`src/rtl/ppslv_pkg.sv`:
```
`timescale 1ns/1ps
package ppslv_pkg;
  localparam int DW = 32;
  localparam int WORD_W = 9;
  localparam int STAT_W = 4;
  localparam int MASK_W = 3;

  typedef enum logic [1:0] {
    HS_IDLE = 2'd0,
    HS_HOLD = 2'd1,
    HS_ACK  = 2'd2
  } hs_state_e;

  localparam logic [1:0] REG_DATA = 2'd0;
  localparam logic [1:0] REG_STAT = 2'd1;
  localparam logic [1:0] REG_MASK = 2'd2;
  localparam logic [1:0] REG_ALEN = 2'd3;
endpackage

```
`src/rtl/ppslv_edge.sv`:
```
`timescale 1ns/1ps
// Two-flop synchronizer plus falling-edge detect for active-low host lines.
module ppslv_edge #(
  parameter int N = 3
) (
  input  logic         clk,
  input  logic         rst_n,
  input  logic [N-1:0] line_n,
  output logic [N-1:0] fall
);
  for (genvar i = 0; i < N; i++) begin : g_line
    logic s1_q, s2_q, prev_q;
    always_ff @(posedge clk or negedge rst_n) begin
      if (!rst_n) begin
        s1_q   <= 1'b1;
        s2_q   <= 1'b1;
        prev_q <= 1'b1;
      end else begin
        s1_q   <= line_n[i];
        s2_q   <= s1_q;
        prev_q <= s2_q;
      end
    end
    assign fall[i] = prev_q & ~s2_q;
  end
endmodule

```
`src/rtl/ppslv_hs.sv`:
```
`timescale 1ns/1ps
// Host handshake: capture word, hold busy until read, timed acknowledge.
module ppslv_hs
  import ppslv_pkg::*;
#(
  parameter int ACK_W = 16
) (
  input  logic              clk,
  input  logic              rst_n,
  input  logic              strb_fall,
  input  logic [WORD_W-1:0] word_in,
  input  logic              rd_data,
  input  logic [ACK_W-1:0]  ack_len,
  output logic              busy,
  output logic              ack_n,
  output logic [WORD_W-1:0] word,
  output logic              evt_rx,
  output logic              evt_ovr
);
  hs_state_e         state_q, state_d;
  logic [ACK_W-1:0]  cnt_q, cnt_d;
  logic [WORD_W-1:0] word_q, word_d;
  logic              word_en, cnt_en;

  always_comb begin
    state_d = state_q;
    cnt_d   = cnt_q;
    word_d  = word_q;
    word_en = 1'b0;
    cnt_en  = 1'b0;
    evt_rx  = 1'b0;
    evt_ovr = 1'b0;
    case (state_q)
      HS_IDLE: begin
        if (strb_fall) begin
          state_d = HS_HOLD;
          word_d  = word_in;
          word_en = 1'b1;
          evt_rx  = 1'b1;
        end
      end
      HS_HOLD: begin
        evt_ovr = strb_fall;
        if (rd_data) begin
          state_d = HS_ACK;
          cnt_d   = (ack_len == '0) ? ACK_W'(1) : ack_len;
          cnt_en  = 1'b1;
        end
      end
      HS_ACK: begin
        evt_ovr = strb_fall;
        cnt_en  = 1'b1;
        if (cnt_q == ACK_W'(1)) state_d = HS_IDLE;
        else                    cnt_d   = cnt_q - ACK_W'(1);
      end
      default: state_d = HS_IDLE;
    endcase
  end

  always_ff @(posedge clk or negedge rst_n) begin
    if (!rst_n) begin
      state_q <= HS_IDLE;
      cnt_q   <= '0;
      word_q  <= '0;
    end else begin
      state_q <= state_d;
      if (cnt_en)  cnt_q  <= cnt_d;
      if (word_en) word_q <= word_d;
    end
  end

  assign busy  = (state_q != HS_IDLE);
  assign ack_n = (state_q != HS_ACK);
  assign word  = word_q;
endmodule

```
`src/rtl/ppslv_regs.sv`:
```
`timescale 1ns/1ps
// APB register file: data, sticky status (W1C), mask, acknowledge width.
module ppslv_regs
  import ppslv_pkg::*;
#(
  parameter int ADDR_W  = 4,
  parameter int ACK_W   = 16,
  parameter int ACK_RST = 415
) (
  input  logic              clk,
  input  logic              rst_n,
  input  logic              psel,
  input  logic              penable,
  input  logic              pwrite,
  input  logic [ADDR_W-1:0] paddr,
  input  logic [DW-1:0]     pwdata,
  output logic [DW-1:0]     prdata,
  input  logic [WORD_W-1:0] word,
  input  logic              evt_rx,
  input  logic              evt_ovr,
  input  logic              evt_init,
  input  logic              evt_afd,
  output logic              rd_data,
  output logic [ACK_W-1:0]  ack_len,
  output logic [STAT_W-1:0] status,
  output logic [MASK_W-1:0] mask,
  output logic              irq
);
  logic [1:0]        sel;
  logic              acc, wr_stat, wr_mask, wr_alen;
  logic [STAT_W-1:0] stat_q, stat_d, stat_set;
  logic [MASK_W-1:0] mask_q;
  logic [ACK_W-1:0]  alen_q;
  logic              unused_bits;

  assign sel      = paddr[3:2];
  assign acc      = psel & penable;
  assign wr_stat  = acc & pwrite & (sel == REG_STAT);
  assign wr_mask  = acc & pwrite & (sel == REG_MASK);
  assign wr_alen  = acc & pwrite & (sel == REG_ALEN);
  assign rd_data  = acc & ~pwrite & (sel == REG_DATA);
  assign stat_set = {evt_ovr, evt_afd, evt_init, evt_rx};

  always_comb begin
    stat_d = stat_q;
    if (wr_stat) stat_d = stat_d & ~pwdata[STAT_W-1:0];
    stat_d = stat_d | stat_set;
  end

  always_ff @(posedge clk or negedge rst_n) begin
    if (!rst_n) begin
      stat_q <= '0;
      mask_q <= '0;
      alen_q <= ACK_W'(ACK_RST);
    end else begin
      stat_q <= stat_d;
      if (wr_mask) mask_q <= pwdata[MASK_W-1:0];
      if (wr_alen) alen_q <= pwdata[ACK_W-1:0];
    end
  end

  always_comb begin
    prdata = '0;
    if (psel && !pwrite) begin
      case (sel)
        REG_DATA: prdata = DW'(word);
        REG_STAT: prdata = DW'(stat_q);
        REG_MASK: prdata = DW'(mask_q);
        default:  prdata = DW'(alen_q);
      endcase
    end
  end

  assign irq         = |(stat_q[MASK_W-1:0] & mask_q);
  assign ack_len     = alen_q;
  assign status      = stat_q;
  assign mask        = mask_q;
  assign unused_bits = ^{pwdata, paddr};
endmodule

```
`src/rtl/ppslv_top.sv`:
```
`timescale 1ns/1ps
module ppslv_top
  import ppslv_pkg::*;
#(
  parameter int ADDR_W  = 4,
  parameter int ACK_W   = 16,
  parameter int ACK_RST = 415
) (
  input  logic              pclk,
  input  logic              presetn,
  input  logic              psel,
  input  logic              penable,
  input  logic              pwrite,
  input  logic [ADDR_W-1:0] paddr,
  input  logic [31:0]       pwdata,
  output logic [31:0]       prdata,
  output logic              pready,
  input  logic              pp_strobe_n,
  input  logic [7:0]        pp_data,
  input  logic              pp_ninth,
  input  logic              pp_init_n,
  input  logic              pp_autofd_n,
  output logic              pp_ack_n,
  output logic              pp_busy,
  output logic              irq
);
  localparam int NLINES = 3;

  logic [1:0]        rsync_q;
  logic              rst_int;
  logic [NLINES-1:0] falls;
  logic              rd_data, evt_rx, evt_ovr;
  logic [WORD_W-1:0] hs_word;
  logic [ACK_W-1:0]  alen;
  logic [STAT_W-1:0] stat_q;
  logic [MASK_W-1:0] mask_q;

  always_ff @(posedge pclk or negedge presetn) begin
    if (!presetn) rsync_q <= 2'b00;
    else          rsync_q <= {rsync_q[0], 1'b1};
  end
  assign rst_int = rsync_q[1];

  ppslv_edge #(.N(NLINES)) u_edge (
    .clk    (pclk),
    .rst_n  (rst_int),
    .line_n ({pp_autofd_n, pp_init_n, pp_strobe_n}),
    .fall   (falls)
  );

  ppslv_hs #(.ACK_W(ACK_W)) u_hs (
    .clk       (pclk),
    .rst_n     (rst_int),
    .strb_fall (falls[0]),
    .word_in   ({pp_ninth, pp_data}),
    .rd_data   (rd_data),
    .ack_len   (alen),
    .busy      (pp_busy),
    .ack_n     (pp_ack_n),
    .word      (hs_word),
    .evt_rx    (evt_rx),
    .evt_ovr   (evt_ovr)
  );

  ppslv_regs #(.ADDR_W(ADDR_W), .ACK_W(ACK_W), .ACK_RST(ACK_RST)) u_regs (
    .clk      (pclk),
    .rst_n    (rst_int),
    .psel     (psel),
    .penable  (penable),
    .pwrite   (pwrite),
    .paddr    (paddr),
    .pwdata   (pwdata),
    .prdata   (prdata),
    .word     (hs_word),
    .evt_rx   (evt_rx),
    .evt_ovr  (evt_ovr),
    .evt_init (falls[1]),
    .evt_afd  (falls[2]),
    .rd_data  (rd_data),
    .ack_len  (alen),
    .status   (stat_q),
    .mask     (mask_q),
    .irq      (irq)
  );

  assign pready = 1'b1;
endmodule

```
`config.mk`:
```
export PLATFORM = sky130hd
export DESIGN_NAME = ppslv_top
export DESIGN_NICKNAME = d
export VERILOG_FILES = /design/src/rtl/ppslv_pkg.sv /design/src/rtl/ppslv_edge.sv /design/src/rtl/ppslv_hs.sv /design/src/rtl/ppslv_regs.sv /design/src/rtl/ppslv_top.sv
export SDC_FILE = /design/constraint.sdc
export NUM_CORES = 1
export LEC_CHECK = 0
export BUFFER_PORTS_ARGS = -buffer_cell sky130_fd_sc_hd__buf_4
export CORE_MARGIN = 10
export CORE_UTILIZATION = 40
export CTS_CLUSTER_DIAMETER = 30
export DETAILED_ROUTE_END_ITERATION = 8
export MAX_ROUTING_LAYER = met4
export PLACE_DENSITY_LB_ADDON = 0.1
export SYNTH_ARGS = -nofsm -noshare
export SYNTH_HDL_FRONTEND = slang
export SYNTH_SLANG_ARGS = --single-unit
```
`constraint.sdc`:
```
create_clock -name pclk -period 2.3 [get_ports pclk]
set_clock_uncertainty 0.2 [all_clocks]
set_input_delay 0.46 -clock pclk [delete_from_list [all_inputs] [get_ports pclk]]
set_output_delay 0.46 -clock pclk [all_outputs]
set_load 0.05 [all_outputs]
```
==> results of run 1 <==
registers in the layout (all words and copies together), names as in the netlist:
name,flops
rsync_q,2
u_hs.cnt_q,16
u_hs.state_q,2
u_edge.g_line.prev_q,3
u_hs.word,9
u_edge.g_line.s2_q,3
u_regs.mask,3
u_regs.status,4
u_regs.ack_len,16
u_edge.g_line.s1_q,3
layer usage:
metal | GRT usage | vias to the layer above | share of wire
met5 | - | - | 0
met3 | 0.0373 | 10 | 0.052
met1 | 0.181 | 1365 | 0.42
met2 | 0.248 | 89 | 0.51
met4 | 0.0523 | 0 | 0.013
li1 | - | 1307 | -
path summary, 6_finish.rpt:
| kind | start | end |
|---|---|---|
| setup / recovery | u_hs.cnt_q[9]$_DFFE_PN0P_ | u_hs.cnt_q[13]$_DFFE_PN0P_ |
| hold / removal | rsync_q[1]$_DFF_PN0_ | u_regs.ack_len[12]$_DFFE_PN0P_ |
| setup reg to reg | u_hs.cnt_q[9]$_DFFE_PN0P_ | u_hs.cnt_q[13]$_DFFE_PN0P_ |
| hold reg to reg | rsync_q[1]$_DFF_PN0_ | u_regs.ack_len[12]$_DFFE_PN0P_ |
| max in group asynchronous | rsync_q[1]$_DFF_PN0_ | u_regs.ack_len[4]$_DFFE_PN1P_ |
| min in group pclk | pp_strobe_n | u_edge.g_line[0].s1_q$_DFF_PN1_ |
cells by family after synthesis:
kind of cell | synth area share
other cells | 0.00226
flops | 0.465
simple gates | 0.180
mux | 0.116
compound gates | 0.143
fa+ha+maj | 0.0188
buf+inv | 0.0734
placed cells by master (no fill, tap or decap), drive strengths merged, types with 6 or more instances in the layout:
cell type   n
buf        98
a21oi       6
clkbuf     12
dfstp      16
a22oi       8
dfrtp      45
nand2      20
nor2       15
inv        15
o21ai       6
nor4        9
and2       10
nor3       12
conb       18
mux2       28
repair_timing:
action	4_1_cts	5_1_grt
resized for setup	1	8
hold buffers	1	0
endpoints found under the hold margin	2	0
setup endpoints to repair	1	6
setup buffers	1	2
pin swaps	0	2
through the flow:
stage / power, mW / cells / setup slack, ns
floorplan: 2.80 / 324 / 0.0384
global placement: 3.43 / 494 / 0.0191
detailed placement: 3.47 / 494 / -0.0431
CTS: 4.58 / 512 / 0.00670
global route: 4.90 / 514 / -0.0733
finish: 4.60 / 514 / 0.0102
final cells by class:
cell class | instances | area share
multi-input combinational | 218 | 0.379
sequential | 61 | 0.353
timing repair buffer | 99 | 0.176
clock buffer | 12 | 0.0331
tap | 105 | 0.0300
clock inverter | 4 | 0.0165
inverter | 15 | 0.0128
power groups by stage:
| stage | Combinational [mW] | Sequential, mW | Clock (mW) |
|---|---|---|---|
| final | 1.88 | 1.65 | 1.07 |
| after global routing | 2.05 | 1.70 | 1.15 |
| after CTS | 1.83 | 1.65 | 1.10 |
| after detailed placement | 1.81 | 1.66 | 0 |
| after global placement | 1.78 | 1.65 | 0 |
| after floorplan | 1.18 | 1.62 | 0 |
==> run summary, run 1 <==
Max VDD drop: 0.621 mV
post-DP HPWL: 6.93 mm
Internal: 2.95 mW
YS warnings: 0
Sw Ratio: 0.359
Root Buffer: clkbuf_8
Area Growth Syn to Fin: 32.0%
worst r2r path cells: 5
highest fanout seen on the critical path: 4
grt total ovfl: 0
area of the die: 12400 um2
Clock Pin Slew Worst Setup and Hold Paths: 0.07 ns
TNS Setup: 0 ns
delay-heaviest family, CP: simple AND/OR/NAND/NOR gates
Slew Limit Fails: 0
CTS tree: built
min Tclk post-route: 2.29 ns
# IOs: 89
Slew headroom: 0.664
worst skew pair latency: 0.34 ns
fmax: 0.437 GHz
die span in x: 111 um
Port Buf Inserts: 53
diodes inserted: 0
number of cells on the critical path: 5
share of layout cells above drive strength 1: 0.452
CP startpoint kind: flip-flop
Clock Sinks: 61
Avg Inst Size Synth: 10.8 um2
fin util: 0.539
Vias/cell: 5.39
Sequential Power Share: 0.359
Clk network pwr share: 0.233
synthesized area: 3320 um2
Initial Util: 0.409
Main synth FF type: dfrtp_1
first-pass GRT wire length: 15.0 mm
P_leak: 1.92 nW
Hold Crit Class: reg2async
max cap viols: 0
CTS Buffer Depth: 2
final period utilization: 0.996
worst path bufs/invs: 1
vias in the first global route: 2919
Antenna Nets Post-Route: 0
CTS Buf Count: 9
1st-iter DRT viols: 147
Slowest-stage cell, CP: or4_1
Cell Area, Placed: 4090 um2
Reg2Reg Setup Slack: 0.01 ns
CP cell instances: buf_4 -> nor4_1 -> nand2_1 -> or4_1 -> o311ai_1
FFs w/ async S/R, synth: 1.00
flops & latches, synth: 61
DRT Pass-1 Iters: 5
Worst Setup End Kind: flip-flop
total wire length: 9.24 mm
Reg area: 1550 um2
Synth cell types: 63
Finished Cell Area: 4390 um2
most frequent cells after synthesis: 45 x dfrtp_1, 27 x mux2_2, 20 x nand2_1
GPL Wtd Cong: 0.882
drt drc: 0
post-synth top area cell: dfrtp_1
area of the core: 8130 um2
Synth area leaders: dfrtp_1 34%, dfstp_2 13%, mux2_2 9.1%, buf_4 3.8%, nand2_1 2.3%
Final nets: 462
Seq/Total Area, Yosys: 0.465
final hold viol count: 0
initial antenna violation count: 0
CP max stage delay: 0.59 ns
Hold Slack: 0.0126 ns
switching pwr: 1.65 mW
EDFF count, synth: 0
Site Rows: 33
required time of the critical path: 2.35 ns
Post-Synthesis Cells: 308
footprint of the multi-input gates: 1660 um2
H-tree Lvls: 3
critical path type: reg2reg
share of Yosys cell area claimed by the top area cell type: 0.339
vias: 2771
Combinational Power Share: 0.407
drt wl/cell: 18.0 um
most common cell in the netlist: dfrtp_1
GRT Util Overall: 0.153
largest net degree at the start of global routing: 44
run status: completed
WP data arrival: 2.34 ns
Worst-Margin Slew: 0.502 ns
RSZ-0062 raised after global routing: true
height of the die: 111 um
final setup fails: 0
fill count: 728
PwrDens: 1050 nW/um2
Note: power is estimated with default switching activity, not from simulation.
==> run 2, diff against run 1 <==
- SETUP_SLACK_MARGIN: unset -> 0.5
- SKIP_CTS_REPAIR_TIMING: unset -> 1
==> run 2 against run 1 <==
The run now ends with setup timing left. Wire length increased by 3.2%. Cell count grew 3.7%. Combinational power increased by 35%. Sequential power about the same. Hold slack gained 0.0037 ns. Worst setup slack worse by 0.030 ns. Core utilization rose by 9.4 points. Largest cell class unchanged.
==> run summary, run 2 (synthesis results as in run 1) <==
run status: complete, but fails checks
violated checks: setup timing
Slowest-stage cell, CP: or4b_4
Clock Sinks: 61
DRT Pass-1 Iters: 4
Root Buffer: clkbuf_8
Vias/cell: 5.37
WP data arrival: 2.35 ns
RSZ-0062 raised after global routing: true
Worst-Margin Slew: 0.545 ns
highest fanout seen on the critical path: 3
fin util: 0.633
max cap viols: 0
grt total ovfl: 0
final period utilization: 1.01
worst skew pair latency: 0.35 ns
final setup margin: -0.0199 ns
Port Buf Inserts: 53
area of the die: 12400 um2
initial antenna violation count: 0
vias in the first global route: 2901
post-DP HPWL: 6.96 mm
critical register-to-register path startpoint: u_hs.cnt_q[1]$_DFFE_PN0P_
CTS tree: built
TNS Setup: -0.0199 ns
Final nets: 481
vias: 2861
min Tclk post-route: 2.32 ns
Slew headroom: 0.636
Area Growth Syn to Fin: 54.9%
most common cell after layout, fill and taps aside: buf_4
drt wl/cell: 17.9 um
H-tree Lvls: 3
Max VDD drop: 0.651 mV
Cell Area, Placed: 4340 um2
area of the core: 8130 um2
min-delay src: pp_strobe_n
Reg2Reg Setup Slack: -0.02 ns
first-pass GRT wire length: 14.9 mm
Hold Path End: u_edge.g_line[0].s1_q$_DFF_PN1_
die span in x: 111 um
CP max stage delay: 0.49 ns
critical path type: reg2reg
P_leak: 2.16 nW
most frequent cells in the layout: 86 x buf_4, 42 x dfrtp_1, 26 x mux2_2
CP startpoint kind: flip-flop
Slew Limit Fails: 0
Tot Pwr: 5.28 mW
CP cell instances: inv_2 -> ha_4 -> or4b_4 -> o41ai_4 -> buf_4 -> o211ai_2 -> mux2_4
1st-iter DRT viols: 143
worst r2r path cells: 7
required time of the critical path: 2.33 ns
GRT Util Overall: 0.150
Finished Cell Area: 5150 um2
final hold viol count: 0
share of layout cells above drive strength 1: 0.619
Antenna Nets Post-Route: 0
worst path bufs/invs: 2
PwrDens: 1030 nW/um2
GPL Wtd Cong: 0.874
drt drc: 0
fmax: 0.431 GHz
final setup fails: 1
largest net degree at the start of global routing: 41
CTS Buffer Depth: 2
Initial Util: 0.409
Hold Crit Depth: 1
CTS Buf Count: 9
# IOs: 89
total wire length: 9.53 mm
Hold Crit Class: in2reg
height of the die: 111 um
Setup WS pre-CTS: -0.0230 ns
Site Rows: 33
diodes inserted: 0
Clock Pin Slew Worst Setup and Hold Paths: 0.08 ns
RR Endpoint: u_hs.state_q[1]$_DFFE_PN0P_
Worst Setup End Kind: flip-flop
delay-heaviest family, CP: simple AND/OR/NAND/NOR gates
[run 2: layer usage]
layer / vias to the layer above / global-route usage / routed length, um
li1: 1344 / - / -
met1: 1429 / 0.187 / 4310
met2: 74 / 0.229 / 4540
met3: 14 / 0.0417 / 548
met4: 0 / 0.0480 / 136
met5: - / - / 0
[run 2: area by class of cell]
| type | count | area [um2] |
|---|---|---|
| tap | 105 | 131 |
| clock buffer | 9 | 124 |
| inverter | 15 | 62.6 |
| sequential | 61 | 1550 |
| multi-input combinational | 218 | 2070 |
| fill | 647 | 2990 |
| timing repair buffer | 118 | 1110 |
| clock inverter | 7 | 97.6 |
[run 2: worst max-delay path by stage]
stage | startpoint | end | slack, ns | cells after the start
after floorplan | u_hs.cnt_q[2]$_DFFE_PN0P_ | u_hs.state_q[1]$_DFFE_PN0P_ | 0.04 | 5
after global placement | u_hs.cnt_q[1]$_DFFE_PN0P_ | u_hs.cnt_q[8]$_DFFE_PN0P_ | 0.01 | 7
after detailed placement | u_hs.cnt_q[1]$_DFFE_PN0P_ | u_hs.cnt_q[8]$_DFFE_PN0P_ | -0.02 | 7
after CTS | u_hs.cnt_q[1]$_DFFE_PN0P_ | u_hs.cnt_q[8]$_DFFE_PN0P_ | -0.04 | 7
after global routing | u_hs.cnt_q[1]$_DFFE_PN0P_ | u_hs.state_q[1]$_DFFE_PN0P_ | -0.09 | 7
final | u_hs.cnt_q[1]$_DFFE_PN0P_ | u_hs.state_q[1]$_DFFE_PN0P_ | -0.02 | 7
[run 2: stage by stage]
step / hold slack [ns] / cells
floorplan: -0.0356 / 324
detailed placement: 0.0432 / 492
CTS: -0.329 / 508
finish: 0.0163 / 533
global placement: 0.0393 / 492
global route: 0.00576 / 533
[run 2: power breakdown]
part / switching, mW / internal (mW)
registers: 0.254 / 1.40
clock network: 0.466 / 0.615
logic: 1.24 / 1.30
==> run 3, diff against run 2 <==
--- a/config.mk
+++ b/config.mk
@@ -7,7 +7,7 @@
 export LEC_CHECK = 0
 export BUFFER_PORTS_ARGS = -buffer_cell sky130_fd_sc_hd__buf_4
-export CORE_MARGIN = 10
 export CORE_UTILIZATION = 40
 export CTS_CLUSTER_DIAMETER = 30
+export CTS_CLUSTER_SIZE = 28
 export DETAILED_ROUTE_END_ITERATION = 8
 export MAX_ROUTING_LAYER = met4
--- a/constraint.sdc
+++ b/constraint.sdc
@@ -3,3 +3,3 @@
 set_input_delay 0.46 -clock pclk [delete_from_list [all_inputs] [get_ports pclk]]
 set_output_delay 0.46 -clock pclk [all_outputs]
-set_load 0.05 [all_outputs]
+set_load 0.01 [all_outputs]
==> run 3 against run 2 <==
The flow still finishes with violations (setup timing). Sequential share of layout area up 1.6 points. Sequential power barely moved. Fmax increased by 0.84%. Cell count down 0.19%. Core utilization decreased by 1.4 points. Clock power fell by 22%. Highest routed layer unchanged. First-iteration DRC count is 49% higher. Global-route usage is 6.3 points higher. Clock-buffer cell count increased by 3.
==> run summary, run 3 (synthesis results as in run 1) <==
run status: complete, but fails checks
violated checks: setup timing
Final nets: 483
Cell Area, Placed: 4130 um2
final hold viol count: 0
worst skew pair latency: 0.34 ns
Worst Setup End Kind: flip-flop
CP startpoint kind: flip-flop
GR Util met2: 0.322
M3 GR Usage: 0.0325
Vias/cell: 5.45
Finished Cell Area: 4880 um2
drt wl/cell: 16.8 um
Reg2Reg Setup Slack: -0.0006 ns
DRT Pass-1 Iters: 4
Slew Limit Fails: 0
grt total ovfl: 0
Site Rows: 32
Reg area: 1550 um2
CTS Buf Count: 9
area of the die: 8680 um2
met1 Use GR: 0.289
Hold Crit Class: in2reg
final setup fails: 1
TNS Setup: -0.000623 ns
WP data arrival: 2.33 ns
final setup margin: -0.000623 ns
Top Usage Layer GRT: met2
vias: 2898
CTS Buffer Depth: 2
fill count: 651
diodes inserted: 0
final period utilization: 1.00
min Tclk post-route: 2.30 ns
RSZ-0062 raised after global routing: true
most common cell after layout, fill and taps aside: buf_4
most frequent cells in the layout: 93 x buf_4, 44 x dfrtp_1, 26 x mux2_2
die span in x: 93.2 um
PwrDens: 959 nW/um2
fmax: 0.435 GHz
CTS tree: built
Root Buffer: clkbuf_8
1st-iter DRT viols: 213
share of layout cells above drive strength 1: 0.574
Antenna Nets Post-Route: 0
largest net degree at the start of global routing: 60
Area Growth Syn to Fin: 46.9%
Clock Sinks: 61
total wire length: 8.93 mm
post-DP HPWL: 6.00 mm
required time of the critical path: 2.33 ns
Max VDD drop: 0.521 mV
critical path type: reg2reg
Clock Pin Slew Worst Setup and Hold Paths: 0.08 ns
highest fanout seen on the critical path: 5
height of the die: 93.2 um
drt drc: 0
max cap viols: 0
H-tree Lvls: 3
P_leak: 2.11 nW
footprint of the multi-input gates: 1930 um2
GPL Wtd Cong: 0.864
# IOs: 89
Tot Pwr: 4.68 mW
area of the core: 7890 um2
Port Buf Inserts: 53
GRT Util Overall: 0.212
first-pass GRT wire length: 13.8 mm
initial antenna violation count: 0
Setup WS pre-CTS: 0.000856 ns
vias in the first global route: 2759
Initial Util: 0.421
## run 3: changes by cell type in the layout (fill, tap and decap cells not counted), sizes merged
cell,before,now
clkbuf,9,12
buf,117,119
bufinv,2,0
inv,16,15
clkinv,1,2
clkinvlp,3,2
## run 3: metrics by stage
step,hold WS (ns),cells,utilization
5_1_grt,0.00138,532,0.619
4_1_cts,-0.332,503,0.545
2_1_floorplan,-0.0356,324,-
3_5_place_dp,0.0442,487,0.523
6_report,0.0210,532,0.619
3_3_place_gp,0.0434,487,0.523
## run 3: layer usage
| layer | routed length (um) | vias up |
|---|---|---|
| met5 | 0 | - |
| met4 | 153 | 0 |
| met3 | 399 | 17 |
| met2 | 4210 | 107 |
| met1 | 4160 | 1427 |
| li1 | - | 1347 |
## run 3: critical path, stage by stage (launching register included)
cell,delay [ns]
dfrtp_1,0.39
inv_2,0.10
ha_4,0.13
or4b_4,0.49
o41ai_4,0.41
buf_4,0.21
nor3_1,0.04
a211o_1,0.22
## run 3: area by class of cell
class,instances,share of cell area
Clock buffer,12,0.0297
Inverter,15,0.0126
Clock inverter,4,0.00513
Multi-Input combinational cell,218,0.395
Sequential cell,61,0.317
Tap cell,102,0.0261
Timing Repair Buffer,120,0.215
## run 3: final timing paths
path	depth (start not counted)	startpoint	end
worst max register to register	7	u_hs.cnt_q[1]$_DFFE_PN0P_	u_hs.cnt_q[4]$_DFFE_PN0P_
worst min register to register	1	rsync_q[1]$_DFF_PN0_	u_hs.state_q[1]$_DFFE_PN0P_
max in group asynchronous	1	rsync_q[1]$_DFF_PN0_	u_regs.ack_len[7]$_DFFE_PN1P_
worst min-delay path	1	pp_strobe_n	u_edge.g_line[0].s1_q$_DFF_PN1_
min in group asynchronous	1	rsync_q[1]$_DFF_PN0_	u_hs.state_q[1]$_DFFE_PN0P_
worst max-delay path	7	u_hs.cnt_q[1]$_DFFE_PN0P_	u_hs.cnt_q[4]$_DFFE_PN0P_
## run 3: power by group
part | internal [mW] | leakage [nW] | switching (mW)
combinational | 1.19 | 1.34 | 0.992
sequential | 1.40 | 0.697 | 0.244
clock | 0.417 | 0.0824 | 0.429
total | 3.01 | 2.11 | 1.66
